`config.mk`:
```
export PLATFORM = sky130hd
export DESIGN_NAME = bcd_pack_conv
export DESIGN_NICKNAME = d
export VERILOG_FILES = /design/src/rtl/bcd_pack_conv.sv
export SDC_FILE = /design/constraint.sdc
export NUM_CORES = 1
export LEC_CHECK = 0
export BUFFER_PORTS_ARGS = -buffer_cell sky130_fd_sc_hd__buf_2
export CORE_MARGIN = 5
export CORE_UTILIZATION = 59
export CTS_CLUSTER_SIZE = 16
export DETAILED_ROUTE_END_ITERATION = 8
export HOLD_SLACK_MARGIN = 0.06
export PLACE_DENSITY = 0.87
export SLEW_MARGIN = 25
export SYNTH_ARGS = -nofsm -noshare
export SYNTH_HDL_FRONTEND = slang
export SYNTH_SLANG_ARGS = --single-unit
```
`constraint.sdc`:
```
create_clock -name clk -period 2.4 [get_ports clk]
set_input_delay 0.48 -clock clk [delete_from_list [all_inputs] [get_ports clk]]
set_output_delay 0.48 -clock clk [all_outputs]
set_load 0.05 [all_outputs]
```
`src/rtl/bcd_pack_conv.sv`:
```
module bcd_pack_conv #(
  parameter int DATA_W = 64,
  parameter int DIGITS = 18,
  parameter int EXC_W  = 6,
  parameter logic [63:0] LIMIT = 64'd999999999999999999
) (
  input  logic              clk,
  input  logic              rst_n,
  input  logic              start,
  input  logic [DATA_W-1:0] bin_in,
  input  logic [EXC_W-1:0]  exc_in,
  output logic              done,
  output logic [63:0]       bcd_lo,
  output logic [15:0]       bcd_hi,
  output logic              invalid,
  output logic [EXC_W-1:0]  exc_out
);
  localparam int BCD_W = DIGITS * 4;
  localparam int HI_W  = BCD_W - 64;
  localparam int CNT_W = $clog2(DATA_W + 1);

  logic              busy;
  logic [CNT_W-1:0]  cnt;
  logic [DATA_W-1:0] shreg;
  logic [BCD_W-1:0]  acc;
  logic [BCD_W-1:0]  adj;
  logic [BCD_W-1:0]  acc_nx;
  logic              neg_r, bad_r;
  logic [EXC_W-1:0]  exc_r;

  wire              in_neg  = bin_in[DATA_W-1];
  wire [DATA_W-1:0] in_mag  = in_neg ? (~bin_in + 1'b1) : bin_in;
  wire              too_big = in_mag > LIMIT;
  wire              accept  = start && !busy;
  wire              last    = busy && (cnt == CNT_W'(DATA_W - 1));

  for (genvar g = 0; g < DIGITS; g++) begin : g_dig
    wire [3:0] nib = acc[g*4 +: 4];
    assign adj[g*4 +: 4] = (nib >= 4'd5) ? nib + 4'd3 : nib;
  end

  assign acc_nx = {adj[BCD_W-2:0], shreg[DATA_W-1]};

  always_ff @(posedge clk or negedge rst_n) begin
    if (!rst_n) begin
      busy  <= 1'b0;
      cnt   <= '0;
      shreg <= '0;
      acc   <= '0;
      neg_r <= 1'b0;
      bad_r <= 1'b0;
      exc_r <= '0;
    end else if (accept) begin
      busy  <= 1'b1;
      cnt   <= '0;
      shreg <= in_mag;
      acc   <= '0;
      neg_r <= in_neg;
      bad_r <= exc_in[0] || too_big;
      exc_r <= exc_in[0] ? exc_in : (too_big ? EXC_W'(1) : exc_in);
    end else if (busy) begin
      shreg <= shreg << 1;
      acc   <= acc_nx;
      cnt   <= cnt + 1'b1;
      if (last) busy <= 1'b0;
    end
  end

  always_ff @(posedge clk or negedge rst_n) begin
    if (!rst_n) begin
      done    <= 1'b0;
      bcd_lo  <= '0;
      bcd_hi  <= '0;
      invalid <= 1'b0;
      exc_out <= '0;
    end else begin
      done <= last;
      if (last) begin
        invalid <= bad_r;
        exc_out <= exc_r;
        if (bad_r) begin
          bcd_hi <= 16'hFFFF;
          bcd_lo <= 64'hC000_0000_0000_0000;
        end else begin
          bcd_hi <= {neg_r, (15 - HI_W)'(0), acc_nx[BCD_W-1:64]};
          bcd_lo <= acc_nx[63:0];
        end
      end
    end
  end

  logic [CNT_W:0] chk_age;
  logic           chk_run;
  always_ff @(posedge clk or negedge rst_n) begin
    if (!rst_n) begin
      chk_age <= '0;
      chk_run <= 1'b0;
    end else if (start && !chk_run) begin
      chk_age <= '0;
      chk_run <= 1'b1;
    end else if (chk_run) begin
      chk_age <= chk_age + 1'b1;
      if (chk_age == (CNT_W+1)'(DATA_W - 1)) chk_run <= 1'b0;
    end
  end

  p_latency_r2: assert property (@(posedge clk) disable iff (!rst_n)
    done |-> $past(chk_run) && !chk_run);
  p_done_pulse_r2: assert property (@(posedge clk) disable iff (!rst_n)
    done |=> !done);
  p_indefinite_r5: assert property (@(posedge clk) disable iff (!rst_n)
    (done && invalid) |-> (bcd_hi == 16'hFFFF && bcd_lo == 64'hC000_0000_0000_0000 && exc_out[0]));
  p_gap_zero_r3: assert property (@(posedge clk) disable iff (!rst_n)
    (done && !invalid) |-> (bcd_hi[14:8] == 7'd0));
  p_hold_r9: assert property (@(posedge clk) disable iff (!rst_n)
    !done |-> ($stable(bcd_lo) && $stable(bcd_hi) && $stable(invalid) && $stable(exc_out)));
  p_valid_flags_r8: assert property (@(posedge clk) disable iff (!rst_n)
    (done && !invalid) |-> !exc_out[0]);
endmodule

```
==> metrics.txt <==
run status=finished with violations; failing checks=negative setup slack; largest net degree at the start of global routing=152; CP max-delay cell=or4_4; post-DR vias/cell=6.24; clk sinks=231; clock buffer depth=3; GRT busiest layer=met2; cell depth of the worst flop-to-flop path=7; port bufs=160; Routability Congestion=0.965; reg-to-reg startpoint=cnt[0]$_DFFE_PN0P_; Net Sw Frac=0.424; #FFs+latches synth=231; CTS Root Cell=clkbuf_16; die area=0.0248 mm²; Setup WS post-layout=-1.26 ns; Yosys cell types=63; CP Class=input port to flop; CP endpoint kind=flop; Clock Latency Late Sink=0.51 ns; worst hold start=exc_in[0]; dpl ws=-1.52 ns; commonest non-fill, non-tap cell in the layout=nand2_1; clk_skew=0.00853 ns; TritonCTS clock tree=yes; register area share after synthesis=0.450; # setup viols final=35; critical path launch point=bin_in[18]; Post-synth EDFFs=0; Die X=158 µm; post-route ant nets=0; Tot Pwr=18.7 mW; Int Power=10.8 mW; crit-path cells=buf_6, buf_6, or4_4, nor3_4, nand3b_1, buf_4, o41ai_2, xor2_1, nand3_1, buf_4, nor3_4, a31oi_1, o211ai_4, a41oi_1; worst-path maximum fanout=6; antenna cells=0; DRC Markers=0; leakage power=8.20 nW; RSZ-0062 raised after global routing=true; Vias=12700; first-pass GRT wire length=59.3 mm; total gr overflow=0; Period minus WS final=3.66 ns; grt met2 use=0.499; GRT met1 Usage=0.371; H-tree level count=1; Synth Instances=1439; Avg Inst Size Synth=8.92 µm²; worst hold-check path type=input port to flop; Fillers=1299; worst endpoint required time=2.75 ns; CTS Buf Count=25; sequential share of power=0.347; Final Instance Count excl. Fillers=2037; vias in the first global route=12200; Avg WL per Cell=20.2 µm; gr usage total=0.287; Gate power share=0.445; Slowest Stage Delay on Critical Path=0.52 ns; peak supply drop=0.000615 V; setup_tns=-16.38 ns; ys flop type=dfrtp_1; Syn Std Cell Area=0.0128 mm²; most frequent cells in the layout=nand2_1 (244), dfrtp_1 (230), buf_4 (170); core area=0.0216 mm²; period utilisation layout=1.52; M3 GR Usage=0.0404; Reg clk slew, reported paths=0.06 ns; FMAX=0.273 GHz; PD cells=1100 mW/mm²; Area growth, synth to finish=32.9%; max-slew violations=0; placed wire-length estimate=23.3 mm; Sw Pwr=7.94 mW; Die H=158 µm; Final Hold Viols=0; max-cap violations=0; crit path launch type=input port; Critical Path AT=4.01 ns; I/O Pins=161; final net count=1852; final WL=41.1 mm; antenna violations before repair=0; share of cells above drive strength 1=0.291; Synthesized Nets=1550; Worst Tran Pin Value=0.697 ns; DRT iter0 DRCs=1164; Starting Density=0.594; asr flop ratio synth=1.00; max_slew headroom=0.535; Clk network pwr share=0.208; Yosys warning count=0; DP Cell Count=1961; Rows=54; WHS Path Cells=2; drt pass-1 iters=6
## cells by family after synthesis
group | after synthesis | share of synthesized area
adder cells (fa/ha/maj) | 38 | 0.0370
AND/OR/NAND/NOR | 486 | 0.176
XOR/XNOR | 82 | 0.0559
buffers and inverters | 139 | 0.0437
AO/OA/AOI/OAI | 435 | 0.216
multiplexers | 28 | 0.0218
flip-flops | 231 | 0.450
## cells in the mapped netlist (all sizes together), types with 3 or more instances
library cell	count	area share
a21o	16	0.0094
a21oi	71	0.028
a22o	47	0.032
a31oi	9	0.0044
a41oi	5	0.0034
and2	15	0.0073
buf	22	0.0095
clkbuf	74	0.022
dfrtp	231	0.45
ha	38	0.037
inv	42	0.012
mux2i	28	0.022
nand2	250	0.073
nand2b	12	0.0058
nand3	30	0.012
nand3b	3	0.0018
nand4	3	0.0015
nor2	68	0.020
nor2b	19	0.0093
nor3	26	0.011
nor3b	9	0.0053
nor4	12	0.0063
o211ai	3	0.0021
o21ai	182	0.071
o22a	8	0.0055
o31ai	66	0.039
o41ai	14	0.012
or2	4	0.0021
or3	12	0.0062
or4	16	0.010
xnor2	33	0.023
xor2	49	0.033
## final timing paths
check,to,slack (ns)
worst max-delay path,exc_r[5]$_DFFE_PN0P_,-1.26
worst min-delay path,exc_r[0]$_DFFE_PN0P_,0.26
worst max register to register,bcd_hi[7]$_DFFE_PN0P_,0.25
worst min register to register,bcd_lo[59]$_DFFE_PN0P_,0.47
max in group asynchronous,shreg[50]$_DFFE_PN0P_,1.14
min in group asynchronous,bcd_lo[23]$_DFFE_PN0P_,0.58
## registers in the layout (all words and copies together) (netlist names)
name / flops
acc: 72
busy: 1
exc_r: 6
cnt: 7
bcd_hi: 10
shreg: 64
done: 1
neg_r: 1
bcd_lo: 64
exc_out: 5
## layer usage
layer  vias up  wire (µm)
li1       5680          -
met2       734      20300
met1      6086      15200
met5         -          0
met4         0       2150
met3       209       3440
## repair_timing
item,in CTS,in global routing
hold endpoints to repair,78,0
resized for setup,73,118
hold buffers,1,0
setup endpoints to repair,32,36
buffers inserted,19,31
pin swaps,26,49
## worst max-delay path, delay by kind of cell
kind                      cells  cell delay, ns
buffers and inverters         4            0.62
AOI/OAI and AO/OA             4            1.16
and+or+nand+nor               5            1.47
xor gates and xnor gates      1            0.28
## power by group through the flow
stage | clock, mW | combinational (mW) | sequential, mW
final | 3.90 | 8.33 | 6.51
after global routing | 4.14 | 9.15 | 6.69
after CTS | 3.94 | 8.11 | 6.45
after detailed placement | 0 | 7.96 | 6.47
after global placement | 0 | 7.48 | 6.39
after floorplan | 0 | 4.82 | 7.43
## layout make-up
class / count / area, µm² / share of cell area
repair buffers: 371 / 2690 / 0.158
clock inverters: 5 / 82.6 / 0.00484
well taps: 280 / 350 / 0.0205
flip-flops and latches: 231 / 5780 / 0.339
inverters: 43 / 161 / 0.00946
multi-input cells: 1069 / 7240 / 0.424
clock buffers: 38 / 754 / 0.0442
## stage by stage
step | hold slack, ns | utilization | cell area (µm²)
3_3_place_gp | 0.455 | 0.700 | 15100
5_1_grt | 0.253 | 0.789 | 17100
2_1_floorplan | 0.184 | - | 12900
3_5_place_dp | 0.457 | 0.700 | 15100
4_1_cts | 0.215 | 0.758 | 16400
6_report | 0.257 | 0.789 | 17100
No activity file was read; power rests on OpenSTA's default activity.
